===== src/rtl/ddr_rfsh_pkg.sv =====
package ddr_rfsh_pkg;

  typedef enum logic [1:0] {
    CMD_NOP = 2'd0,
    CMD_PRE = 2'd1,
    CMD_REF = 2'd2
  } cmd_e;

  typedef enum logic [2:0] {
    ST_IDLE  = 3'd0,
    ST_PRE   = 3'd1,
    ST_PWAIT = 3'd2,
    ST_REF   = 3'd3,
    ST_RWAIT = 3'd4
  } seq_st_e;

  typedef struct packed {
    logic ras_n;
    logic cas_n;
    logic we_n;
  } cmd_pins_t;

  function automatic cmd_pins_t enc_cmd(cmd_e c);
    cmd_pins_t p;
    case (c)
      CMD_PRE: p = '{ras_n: 1'b0, cas_n: 1'b1, we_n: 1'b0};
      CMD_REF: p = '{ras_n: 1'b0, cas_n: 1'b0, we_n: 1'b1};
      default: p = '{ras_n: 1'b1, cas_n: 1'b1, we_n: 1'b1};
    endcase
    return p;
  endfunction

endpackage


===== src/rtl/rfsh_timer.sv =====
module rfsh_timer #(
  parameter int unsigned IW = 16
) (
  input  logic          clk_i,
  input  logic          rst_ni,
  input  logic [IW-1:0] interval_i,
  input  logic          en_i,
  input  logic          start_i,
  output logic          req_o
);
  localparam logic [IW-1:0] ONE = IW'(1);

  logic [IW-1:0] cnt_q;
  logic          pend_q;
  logic          tick;

  assign tick = (cnt_q == ONE);

  // 0 only after reset: load without expiring
  always_ff @(posedge clk_i or negedge rst_ni) begin
    if (!rst_ni) begin
      cnt_q <= '0;
    end else if (cnt_q <= ONE) begin
      cnt_q <= interval_i;
    end else begin
      cnt_q <= cnt_q - ONE;
    end
  end

  // single flag: repeated expiries collapse
  always_ff @(posedge clk_i or negedge rst_ni) begin
    if (!rst_ni) pend_q <= 1'b0;
    else         pend_q <= (pend_q & ~start_i) | (tick & en_i);
  end

  assign req_o = pend_q;
endmodule


===== src/rtl/rfsh_open_detect.sv =====
module rfsh_open_detect #(
  parameter int unsigned RANKS = 2,
  parameter int unsigned BANKS = 4
) (
  input  logic [RANKS*BANKS-1:0] row_open_i,
  output logic                   any_open_o
);
  logic [RANKS-1:0] rank_open;

  for (genvar r = 0; r < RANKS; r++) begin : g_rank
    assign rank_open[r] = |row_open_i[r*BANKS +: BANKS];
  end

  assign any_open_o = |rank_open;
endmodule


===== src/rtl/rfsh_seq_fsm.sv =====
module rfsh_seq_fsm
  import ddr_rfsh_pkg::*;
#(
  parameter int unsigned TW = 8
) (
  input  logic          clk_i,
  input  logic          rst_ni,
  input  logic          req_i,
  input  logic          bus_idle_i,
  input  logic          any_open_i,
  input  logic [TW-1:0] trp_i,
  input  logic [TW-1:0] trfc_i,
  output logic          start_o,
  output logic          active_o,
  output cmd_e          cmd_o,
  output logic          done_o
);
  localparam logic [TW-1:0] ONE = TW'(1);

  seq_st_e       st_q;
  logic [TW-1:0] cnt_q;
  logic [TW-1:0] rfc_q;
  logic          done_q;

  assign start_o = (st_q == ST_IDLE) && req_i && bus_idle_i;

  always_ff @(posedge clk_i or negedge rst_ni) begin
    if (!rst_ni) begin
      st_q   <= ST_IDLE;
      cnt_q  <= '0;
      rfc_q  <= '0;
      done_q <= 1'b0;
    end else begin
      done_q <= 1'b0;
      case (st_q)
        ST_IDLE: begin
          if (start_o) begin
            rfc_q <= trfc_i;
            cnt_q <= trp_i;
            st_q  <= any_open_i ? ST_PRE : ST_REF;
          end
        end
        ST_PRE, ST_PWAIT: begin
          if (cnt_q <= ONE) begin
            st_q <= ST_REF;
          end else begin
            cnt_q <= cnt_q - ONE;
            st_q  <= ST_PWAIT;
          end
        end
        ST_REF: begin
          cnt_q <= rfc_q;
          st_q  <= ST_RWAIT;
        end
        ST_RWAIT: begin
          if (cnt_q <= ONE) begin
            st_q   <= ST_IDLE;
            done_q <= 1'b1;
          end else begin
            cnt_q <= cnt_q - ONE;
          end
        end
        default: st_q <= ST_IDLE;
      endcase
    end
  end

  always_comb begin
    case (st_q)
      ST_PRE:  cmd_o = CMD_PRE;
      ST_REF:  cmd_o = CMD_REF;
      default: cmd_o = CMD_NOP;
    endcase
  end

  assign active_o = (st_q != ST_IDLE);
  assign done_o   = done_q;
endmodule


===== src/rtl/ddr_refresh_seq.sv =====
module ddr_refresh_seq
  import ddr_rfsh_pkg::*;
#(
  parameter int unsigned RANKS = 2,
  parameter int unsigned BANKS = 4,
  parameter int unsigned IW    = 16,
  parameter int unsigned TW    = 8
) (
  input  logic                   clk_i,
  input  logic                   rst_ni,
  input  logic                   rfsh_en_i,
  input  logic [IW-1:0]          interval_i,
  input  logic [TW-1:0]          trp_i,
  input  logic [TW-1:0]          trfc_i,
  input  logic [RANKS*BANKS-1:0] row_open_i,
  input  logic                   bus_idle_i,
  output logic                   rfsh_req_o,
  output logic [RANKS-1:0]       cs_n_o,
  output logic                   ras_n_o,
  output logic                   cas_n_o,
  output logic                   we_n_o,
  output logic                   ap_o,
  output logic                   rows_clr_o
);
  logic      req, start, any_open, active, done;
  cmd_e      cmd;
  cmd_pins_t pins;

  rfsh_timer #(.IW(IW)) i_timer (
    .clk_i      (clk_i),
    .rst_ni     (rst_ni),
    .interval_i (interval_i),
    .en_i       (rfsh_en_i),
    .start_i    (start),
    .req_o      (req)
  );

  rfsh_open_detect #(.RANKS(RANKS), .BANKS(BANKS)) i_open (
    .row_open_i (row_open_i),
    .any_open_o (any_open)
  );

  rfsh_seq_fsm #(.TW(TW)) i_fsm (
    .clk_i      (clk_i),
    .rst_ni     (rst_ni),
    .req_i      (req),
    .bus_idle_i (bus_idle_i),
    .any_open_i (any_open),
    .trp_i      (trp_i),
    .trfc_i     (trfc_i),
    .start_o    (start),
    .active_o   (active),
    .cmd_o      (cmd),
    .done_o     (done)
  );

  assign pins       = enc_cmd(cmd);
  assign cs_n_o     = active ? '0 : '1;
  assign ras_n_o    = pins.ras_n;
  assign cas_n_o    = pins.cas_n;
  assign we_n_o     = pins.we_n;
  assign ap_o       = (cmd == CMD_PRE);
  assign rfsh_req_o = req;
  assign rows_clr_o = done;
endmodule


===== config.mk =====
export PLATFORM = sky130hd
export DESIGN_NAME = ddr_refresh_seq
export DESIGN_NICKNAME = d
export VERILOG_FILES = /design/src/rtl/ddr_rfsh_pkg.sv /design/src/rtl/rfsh_timer.sv /design/src/rtl/rfsh_open_detect.sv /design/src/rtl/rfsh_seq_fsm.sv /design/src/rtl/ddr_refresh_seq.sv
export SDC_FILE = /design/constraint.sdc
export NUM_CORES = 1
export LEC_CHECK = 0
export ABC_AREA = 1
export BUFFER_PORTS_ARGS = -buffer_cell sky130_fd_sc_hd__buf_4
export CORE_AREA = 2 2 105 67
export DETAILED_ROUTE_END_ITERATION = 7
export DIE_AREA = 0 0 107 69
export PLACE_DENSITY_LB_ADDON = 0.05
export SETUP_SLACK_MARGIN = 0.15
export SLEW_MARGIN = 0
export SYNTH_ARGS = -nofsm -noshare
export SYNTH_HDL_FRONTEND = slang
export SYNTH_HIERARCHICAL = 1
export SYNTH_SLANG_ARGS = --single-unit

===== constraint.sdc =====
create_clock -name clk_i -period 1.4 [get_ports clk_i]
set_input_delay 0.21 -clock clk_i [delete_from_list [all_inputs] [get_ports clk_i]]
set_output_delay 0.21 -clock clk_i [all_outputs]
set_load 0.02 [all_outputs]

# ---- Word level (Yosys, flattened, before mapping)
# Cells that the tools add are included.
dict set report classes {
  n_addsub 2
  magnitude_cmp 2
  eq_ne 10
  mux 14
  bitwise_logic 4
  reduce_logical 11
}
# operator count
set op_table {}
lappend op_table {{$pmux 8 s3} 1}
lappend op_table {{$eq 16x1->1 const B} 1}
lappend op_table {{$le 16x1->1 const B} 1}
lappend op_table {{$mux 16} 1}
lappend op_table {{$mux 8} 2}
lappend op_table {{$sub 16x1->16 const B} 1}
lappend op_table {{$pmux 3 s4} 1}
lappend op_table {{$le 8x1->1 const B} 1}
lappend op_table {{$reduce_or 8->1} 1}
lappend op_table {{$sub 8x1->8 const B} 1}
lappend op_table {{$eq 3x2->1 const B} 2}
lappend op_table {{$mux 3} 2}
lappend op_table {{$pmux 3 s2} 1}
lappend op_table {{$reduce_bool 3->1} 2}
lappend op_table {{$mux 2} 2}
lappend op_table {{$ne 2x2->1 const B} 2}
lappend op_table {{$pmux 2 s2} 1}
lappend op_table {{$reduce_and 2->1} 2}
lappend op_table {{$eq 3x1->1 const B} 1}
lappend op_table {{$eq 3x3->1 const B} 1}
lappend op_table {{$logic_not 3->1} 1}
lappend op_table {{$mux 1} 3}
lappend op_table {{$reduce_and 3->1} 1}
lappend op_table {{$reduce_or 3->1} 1}
lappend op_table {{8 further kinds} 10}
dict set report totals {
  register_bits 37
  in_bits 44
  out_inout_bits 8
  word_cells 49
}

# ---- Depth between registers and ports, before layout
# Gate-level depths: netlist of run 1.
dict set report logic_depth {
  word_depth 6
  mapped_depth 9
  depth_no_buf 9
}

# ---- Cells and area by module
# The synthesis of run 1 kept the hierarchy.
# module instances cells_per_inst area_per_inst_um2 seq_area_each_um2
set modules_own_cells {}
lappend modules_own_cells {rfsh_seq_fsm 1 171 1246.2 500.5}
lappend modules_own_cells {rfsh_timer 1 161 1117.3 425.4}
lappend modules_own_cells {ddr_refresh_seq 1 9 63.8 0.0}
lappend modules_own_cells {rfsh_open_detect 1 15 56.3 0.0}

# ---- Least setup slack after synthesis of run 1
# Ideal clock, no wire load.
dict set report synth_path {
  kind {register to register}
  start {register i_timer.cnt_q[0]}
  end {register i_timer.cnt_q[0]}
  arrival_time_ns 1.393
  required_ns 1.326
  setup_slack_ns -0.067
  path_stages_with_launch 10
  n_path_buf 1
  synth_period_minus_slack_ns 1.467
  path_cell_list {dfrtp_1 -> inv_1 -> ha_1 -> nand2_2 -> nor2_4 -> nand2_2 -> nand2_4 -> buf_12 -> nand2_1 -> o21ai_2}
}
dict set report synth_between {
  elab_chain_cells 2
  word_cells_on_any_way 3
}
# item line
set synth_lines {}
lappend synth_lines {{start: declaration} rfsh_timer.sv:13} ;# logic [IW-1:0] cnt_q;
lappend synth_lines {{start signal: assignment} rfsh_timer.sv:24} ;# cnt_q <= interval_i;
lappend synth_lines {{start signal: assignment} rfsh_timer.sv:26} ;# cnt_q <= cnt_q - ONE;
lappend synth_lines {{$sub 16x1->16 / $le 16x1->1 (equally long branches)} {rfsh_timer.sv:26, rfsh_timer.sv:23}}
lappend synth_lines {{$mux 16 *} rfsh_timer.sv:23} ;# end else if (cnt_q <= ONE) begin
# Every way passes the cells marked *; elsewhere a longest branch is shown, timed or not.
# A chain may end at the register's enable or synchronous reset.

# ---- Worst setup path after layout of run 1
dict set report layout_path {
  start {register i_fsm.st_q[0]}
  end {output port ras_n_o}
}
dict set report layout_between {
  elab_chain_cells 4
  word_cells_on_any_way 6
}
# item line
set layout_lines {}
lappend layout_lines {{start: declaration} rfsh_seq_fsm.sv:20} ;# seq_st_e st_q;
lappend layout_lines {{start signal: assignment} rfsh_seq_fsm.sv:40} ;# st_q <= any_open_i ? ST_PRE : ST_REF;
lappend layout_lines {{$eq 3x2->1 / $eq 3x1->1 (equally long branches)} rfsh_seq_fsm.sv:69} ;# case (st_q)
lappend layout_lines {{$pmux 2 s2 *} rfsh_seq_fsm.sv:69}
lappend layout_lines {{named net cmd[0]} ddr_refresh_seq.sv:26} ;# cmd_e cmd;
lappend layout_lines {{$eq 2x2->1 / $eq 2x1->1 (equally long branches)} ddr_rfsh_pkg.sv:25} ;# case (c)
lappend layout_lines {{$pmux 3 s2 *} ddr_rfsh_pkg.sv:25}
lappend layout_lines {{end: declaration} ddr_refresh_seq.sv:19} ;# output logic ras_n_o,
# The timed path passes the listed nets; every way through them passes the cells marked *.

==> flow_metrics.env, run 1 <==
export IMPL_status="complete, but fails checks"
export IMPL_violations="setup timing"
export IMPL_ys_warn_count=6
export IMPL_routed_via_count=2651
export IMPL_rows=23
export IMPL_max_freq_mhz=624
export IMPL_syn_to_final_growth_pct=70.3
export IMPL_synth_top_cell_area_share_pct=37.3
export IMPL_hpwl_um=5090
export IMPL_grt_max_degree=38
export IMPL_yosys_area_top_type="dfrtp_1"
export IMPL_grt_pass1_wl_um=12700
export IMPL_cts_buffers=5
export IMPL_root_buffer="clkbuf_8"
export IMPL_clock_latency_ns=0.29
export IMPL_cp_arrival_ns=1.39
export IMPL_drc=0
export IMPL_synthXorXnorAreaFrac_pct=2.47
export IMPL_maxCapViolations=0
export IMPL_dr_pass1_iters=4
export IMPL_syn_area_um2=2480
export IMPL_synth_mux_area_share_pct=0
export IMPL_numClockSinks=37
export IMPL_synthTopCellsByArea="dfrtp_1 (37%), nand2_1 (23%), inv_1 (6.0%), nor2_1 (5.3%), nand3_1 (5.2%)"
export IMPL_clk_path_buf_depth=2
export IMPL_ir_drop_v=0.000740
export IMPL_timing_final_crit_share_pct=114
export IMPL_drive_gt1_share_pct=52.4
export IMPL_overflow=0
export IMPL_num_io_pins=52
export IMPL_die_h_um=69
export IMPL_synth_compound_area_share_pct=3.98
export IMPL_finalClockSkew_ns=0.00319
export IMPL_wl_um=7870
export IMPL_crit_top_cell="inv_2"
export IMPL_clk_pin_slew_ns=0.08
export IMPL_antenna_found_initial=0
export IMPL_initial_core_util_pct=38.7
export IMPL_drt_antenna_violating_nets=0
export IMPL_fill_cells=540
export IMPL_synth_nets=407
export IMPL_setup_ws_ns=-0.203
export IMPL_setup_viol=39
export IMPL_grtUsageTotal_pct=21.9
export IMPL_synth_seq_cells=37
export IMPL_avgSynthCellArea_um2=6.98
export IMPL_nets=533
export IMPL_hold_violations=0
export IMPL_crit_path_max_incr_delay_ns=0.40
export IMPL_worstMarginPinSlew_ns=0.499
export IMPL_drv_slew=0
export IMPL_start_kind="flip-flop"
export IMPL_grt_pass1_vias=2627
export IMPL_diodes=0
export IMPL_cts_max_level=2
export IMPL_path_cells="inv_2, nor3_4, inv_2, ha_4, buf_6"
export IMPL_criticalPathCategory="flip-flop to primary output"
export IMPL_whs_ns=0.108
export IMPL_power_leakage_uw=0.00212
export IMPL_hold_path_class="input pin to flip-flop"
export IMPL_cp_data_required_time_ns=1.19
export IMPL_synth_fa_ha_area_share_pct=3.53
export IMPL_slew_headroom_pct=66.8
export IMPL_min_period_ns=1.60
export IMPL_die_area_um2=7380
export IMPL_end_kind="primary output"
export IMPL_via_per_inst=4.65
export IMPL_synth_top_family_by_area="simple AND/OR/NAND/NOR gates"
export IMPL_io_buffers=51
export IMPL_drt_iter0_markers=194
export IMPL_synth_seq_area_share_pct=37.3
export IMPL_core_area_um2=6420
export IMPL_slowest_stage="dfrtp_2"
export IMPL_synthSimpleGateAreaFrac_pct=44.3
export IMPL_rsz0062_at_grt="true"
export IMPL_gp_congestion=0.845
export IMPL_path_max_fanout=3
export IMPL_power_uw=4910
export IMPL_fp_dieW_um=107
export IMPL_netlist_instances=356
export IMPL_power_density_nw_per_um2=1160
export IMPL_wl_per_cell_um=13.8
export IMPL_ys_types=28
export IMPL_cts_tree="done"
[registers in the layout (all words and copies together) (netlist names)]
register	flops
i_timer/req_o	1
i_fsm/done_o	1
i_fsm/rfc_q	8
i_fsm/cnt_q	8
i_fsm/st_q	3
i_timer/cnt_q	16
[timing repair]
item / 4_1_cts / 5_1_grt
pin swaps: 34 / 26
endpoints found under the setup margin: 43 / 43
resized for setup: 85 / 54
setup buffers: 26 / 10
cloned: 2 / 0
endpoints found under the hold margin: 37 / 0
hold buffers: 1 / 0
[cell families after synthesis]
kind of cell             count (synthesis)
AO/OA/AOI/OAI                           15
adder cells (fa/ha/maj)                  7
buffers and inverters                   48
flip-flops                              37
XOR/XNOR                                 7
AND/OR/NAND/NOR                        242
[per-layer routing]
metal / up-vias / GRT usage (%) / part of all wire, %
met5: - / 0 / 0
met1: 1212 / 33.6 / 51
met3: 9 / 4.73 / 6.3
met2: 93 / 31.4 / 41
met4: 0 / 4.47 / 1.1
li1: 1337 / - / -
[stage by stage]
stage | utilization [%] | std cells | cell area [um2] | setup TNS [ns] | setup slack, ns
detailed placement | 50.8 | 523 | 3260 | -0.842 | -0.0753
global route | 65.9 | 570 | 4230 | -7.04 | -0.260
CTS | 61.6 | 560 | 3950 | -2.69 | -0.246
global placement | 50.8 | 523 | 3260 | -0.742 | -0.0641
finish | 65.9 | 570 | 4230 | -4.23 | -0.203
floorplan | - | 356 | 2550 | 0 | 0.101
[critical path, delay by kind of cell (launching register included)]
family / cells / cell delay (ns)
and+or+nand+nor: 1 / 0.21
adders and majority gates: 1 / 0.26
buffers and inverters: 3 / 0.23
DFF: 1 / 0.40
[layout by cell type (no fill, tap or decap), types with 2 or more instances in the layout]
cell type / n
xnor2_1: 2
inv_2: 12
buf_8: 2
a21oi_2: 2
buf_12: 7
xor2_1: 5
nand3_2: 4
ha_4: 6
inv_1: 28
dfrtp_2: 5
nand2_8: 5
inv_4: 2
nor2_1: 22
o21ai_2: 8
nand2_2: 33
buf_6: 20
buf_4: 91
nand2_1: 112
nor2_2: 9
nand2_4: 16
clkbuf_8: 5
clkinv_2: 2
nand3_1: 22
nor2_4: 13
nand3_4: 2
dfrtp_1: 32
[power breakdown]
part / total (uW) / switching (uW) / internal (uW)
clock network: 760 / 414 / 346
logic: 2580 / 1350 / 1240
registers: 1560 / 247 / 1310
[final cells by class]
class	instances	area (um2)	share of cell area [%]
clock buffer	6	72.6	1.72
clock inverter	2	10.0	0.237
inverter	44	183	4.32
multi-input combinational	272	1810	42.7
sequential	37	932	22.0
tap	87	109	2.57
timing repair buffer	122	1120	26.4
[final timing paths]
check	cells past startpoint	from	endpoint	slack (ns)
min in group asynchronous	2	rst_ni	i_fsm/cnt_q[4]	0.42
setup reg to reg	8	i_fsm/st_q[1]	i_fsm/cnt_q[2]	-0.15
max in group asynchronous	2	rst_ni	i_fsm/st_q[0]	0.60
hold / removal	3	interval_i[14]	i_timer/cnt_q[14]	0.11
setup / recovery	5	i_fsm/st_q[0]	ras_n_o	-0.20
hold reg to reg	2	i_fsm/rfc_q[5]	i_fsm/rfc_q[5]	0.49
[Yosys cell counts]
| master | n |
|---|---|
| nand3b_1 | 1 |
| nand3b_4 | 1 |
| nand2_4 | 4 |
| o21ai_0 | 6 |
| buf_6 | 1 |
| nand2_1 | 153 |
| nand3_1 | 26 |
| nor3_1 | 1 |
| buf_2 | 1 |
| nor2_2 | 1 |
| a211oi_1 | 1 |
| nand2_2 | 9 |
| nor2_4 | 7 |
| buf_12 | 1 |
| xnor2_1 | 2 |
| inv_2 | 4 |
| o21bai_1 | 1 |
| o21ai_2 | 5 |
| nand4_1 | 1 |
| nand3_2 | 2 |
| xor2_1 | 5 |
| nor2_8 | 1 |
| dfrtp_1 | 37 |
| inv_1 | 40 |
| a21oi_1 | 2 |
| nor2_1 | 35 |
| buf_4 | 1 |
| ha_1 | 7 |
No activity file was read; power rests on OpenSTA's default activity.
==> run 2: changes to the inputs <==
ABC_AREA = 0   (was 1)
CORE_AREA = 2 2 102 65   (was 2 2 105 67)
DIE_AREA = 0 0 104 67   (was 0 0 107 69)
clock period = 1.82 ns   (was 1.4 ns; I/O delays follow)
==> run 2 against run 1 <==
  * The run still ends with setup timing left
  * Sequential power shrank 6%
  * Global-route usage shrank 1.6 points
  * Highest routed layer unchanged
  * Clock skew grew 0.0074 ns
==> flow_metrics.env, run 2 <==
export IMPL_crit_top_cell="or4_4"
export IMPL_drc=0
export IMPL_clk_pin_slew_ns=0.09
export IMPL_cts_max_level=2
export IMPL_diodes=0
export IMPL_grt_pass1_vias=2181
export IMPL_regMostFlops="i_timer/cnt_q"
export IMPL_drt_antenna_violating_nets=0
export IMPL_seq_power_share_pct=23.3
export IMPL_setup_ws_ns=-0.468
export IMPL_ys_warn_count=6
export IMPL_grt_pass1_wl_um=11000
export IMPL_avgSynthCellArea_um2=9.87
export IMPL_end_kind="flip-flop"
export IMPL_dp_cells=412
export IMPL_slowest_stage="or4_4"
export IMPL_path_max_fanout=8
export IMPL_rrSetupSlack_ns=-0.47
export IMPL_grt_use_met1_pct=30.7
export IMPL_overflow=0
export IMPL_clock_latency_ns=0.30
export IMPL_power_leakage_uw=0.00167
export IMPL_hpwl_um=4760
export IMPL_syn_area_um2=2340
export IMPL_p_int_uw=3740
export IMPL_io_buffers=51
export IMPL_p_sw_uw=2530
export IMPL_grtUsageTotal_pct=20.3
export IMPL_synthTopCellsByArea="dfrtp_1 (40%), mux2_2 (6.7%), xnor2_1 (4.5%), a22o_1 (4.1%), ha_1 (3.7%)"
export IMPL_max_freq_mhz=437
export IMPL_setup_viol=16
export IMPL_criticalPathCategory="flip-flop to flip-flop"
export IMPL_synth_seq_area_share_pct=39.6
export IMPL_drt_iter0_markers=108
export IMPL_yosys_area_top_type="dfrtp_1"
export IMPL_worstMarginPinSlew_ns=0.501
export IMPL_cp_data_required_time_ns=2.00
export IMPL_crit_path_max_incr_delay_ns=0.58
export IMPL_use_met3_pct=4.89
export IMPL_root_buffer="clkbuf_8"
export IMPL_async_flop_share_pct=100
export IMPL_status="complete, but fails checks"
export IMPL_sw_frac_of_total_pct=40.4
export IMPL_hold_violations=0
export IMPL_syn_to_final_growth_pct=57.6
export IMPL_num_io_pins=52
export IMPL_hold_path_class="input pin to flip-flop"
export IMPL_final_cells=436
export IMPL_rsz0062_at_grt="true"
export IMPL_min_period_ns=2.29
export IMPL_core_area_um2=5950
export IMPL_timing_final_crit_share_pct=126
export IMPL_ir_drop_v=0.000857
export IMPL_final_cell_mix="buf_4 (98), dfrtp_1 (36), nor2_1 (16), mux2_4 (16), buf_6 (14)"
export IMPL_cts_tree="done"
export IMPL_wl_um=6910
export IMPL_synth_most_common_cell="dfrtp_1"
export IMPL_share_comb_of_total_power_pct=64.8
export IMPL_power_density_nw_per_um2=1700
export IMPL_nets=402
export IMPL_ys_types=49
export IMPL_synth_nets=288
export IMPL_die_h_um=67
export IMPL_largest_reg_flops=16
export IMPL_routed_via_count=2312
export IMPL_maxCapViolations=0
export IMPL_largestRegisters="i_timer/cnt_q: 16 flops, i_fsm/cnt_q: 8 flops, i_fsm/rfc_q: 8 flops"
export IMPL_synth_edf_count=0
export IMPL_synth_top_cell_area_share_pct=39.6
export IMPL_slew_headroom_pct=66.6
export IMPL_drive_gt1_share_pct=52.3
export IMPL_rows=22
export IMPL_wl_per_cell_um=15.9
export IMPL_finalClockSkew_ns=0.0105
export IMPL_fin_tns_setup_ns=-4.13
export IMPL_netlist_instances=237
export IMPL_clk_path_buf_depth=2
export IMPL_path_cells="or4_4, or4_4, a311o_2, a22o_1"
export IMPL_cts_buffers=5
export IMPL_met2_usage_pct=29.2
export IMPL_gp_congestion=0.757
export IMPL_via_per_inst=5.30
export IMPL_initial_core_util_pct=39.3
export IMPL_die_area_um2=6970
export IMPL_numClockSinks=37
export IMPL_clkPwrFrac_pct=11.9
export IMPL_grt_max_degree=38
export IMPL_antenna_found_initial=0
export IMPL_final_common_cell="buf_4"
export IMPL_cp_arrival_ns=2.47
export IMPL_start_kind="flip-flop"
export IMPL_dr_pass1_iters=4
export IMPL_violations="setup timing"
export IMPL_drv_slew=0
export IMPL_fp_dieW_um=104
export IMPL_synth_commonest_cells="dfrtp_1 (37), nor2_1 (16), nor3_1 (15)"
export IMPL_synth_flop_cell="dfrtp_1"
export IMPL_synth_seq_cells=37
export IMPL_top_usage_layer="met1"
run 2: cell type report:
cell class,instances,area (um2)
fillers,540,2260
clock inverters,3,46.3
clock buffers,5,68.8
repair buffers,117,973
flip-flops and latches,37,927
well taps,84,105
multi-input cells,176,1510
inverters,14,57.6
run 2: worst paths after layout:
check,start,endpoint,cells after the start
setup / recovery,i_fsm/cnt_q[4],i_fsm/cnt_q[5],4
hold / removal,interval_i[9],i_timer/cnt_q[9],2
setup reg to reg,i_fsm/cnt_q[4],i_fsm/cnt_q[5],4
hold reg to reg,i_fsm/rfc_q[1],i_fsm/rfc_q[1],1
max in group asynchronous,rst_ni,i_fsm/st_q[1],2
min in group asynchronous,rst_ni,i_timer/cnt_q[7],2
run 2: cells by family after synthesis:
logic type      share of synthesized area [%]
flops                                    39.6
xor+xnor                                 4.87
mux                                      8.45
buf+inv                                  5.46
simple gates                             19.4
compound gates                           18.5
fa+ha+maj                                3.75
run 2: power groups by stage:
stage,Sequential (uW),Combinational [uW],Clock [uW]
after floorplan,1470,2050,0
after global placement,1450,3270,0
after detailed placement,1460,3320,0
after CTS,1460,3700,757
after global routing,1510,4410,803
final,1460,4060,747
run 2: layer usage:
| layer | routed length, um | share of wire [%] | vias to the layer above |
|---|---|---|---|
| li1 | - | - | 1112 |
| met1 | 3660 | 53 | 1107 |
| met2 | 2740 | 40 | 89 |
| met3 | 477 | 6.9 | 4 |
| met4 | 35 | 0.51 | 0 |
| met5 | 0 | 0 | - |
run 2: repair_timing:
action | 4_1_cts | 5_1_grt
endpoints found under the setup margin | 33 | 41
cloned | 2 | 1
buffers inserted | 4 | 8
hold endpoints to repair | 37 | 0
gates resized for setup | 39 | 33
hold buffers | 1 | 0
pin swaps | 5 | 6
run 2: worst max-delay path: cells and delay by family, from the launching register on:
kind	cells	cell delay, ns
flip-flops	1	0.39
AO/OA/AOI/OAI	2	0.70
AND/OR/NAND/NOR	2	1.10
run 2: through the flow:
step                      hold WS, ns  util, %  instance area (um2)  setup slack, ns  total power, uW
after floorplan               -0.0226        -                 2370           -0.429             3530
after global placement          0.278     53.4                 3180           -0.499             4730
after detailed placement        0.277     53.4                 3180           -0.531             4780
after CTS                       0.196     58.4                 3470           -0.458             5910
after global routing            0.175     62.0                 3690           -0.501             6720
final                           0.198     62.0                 3690           -0.468             6270
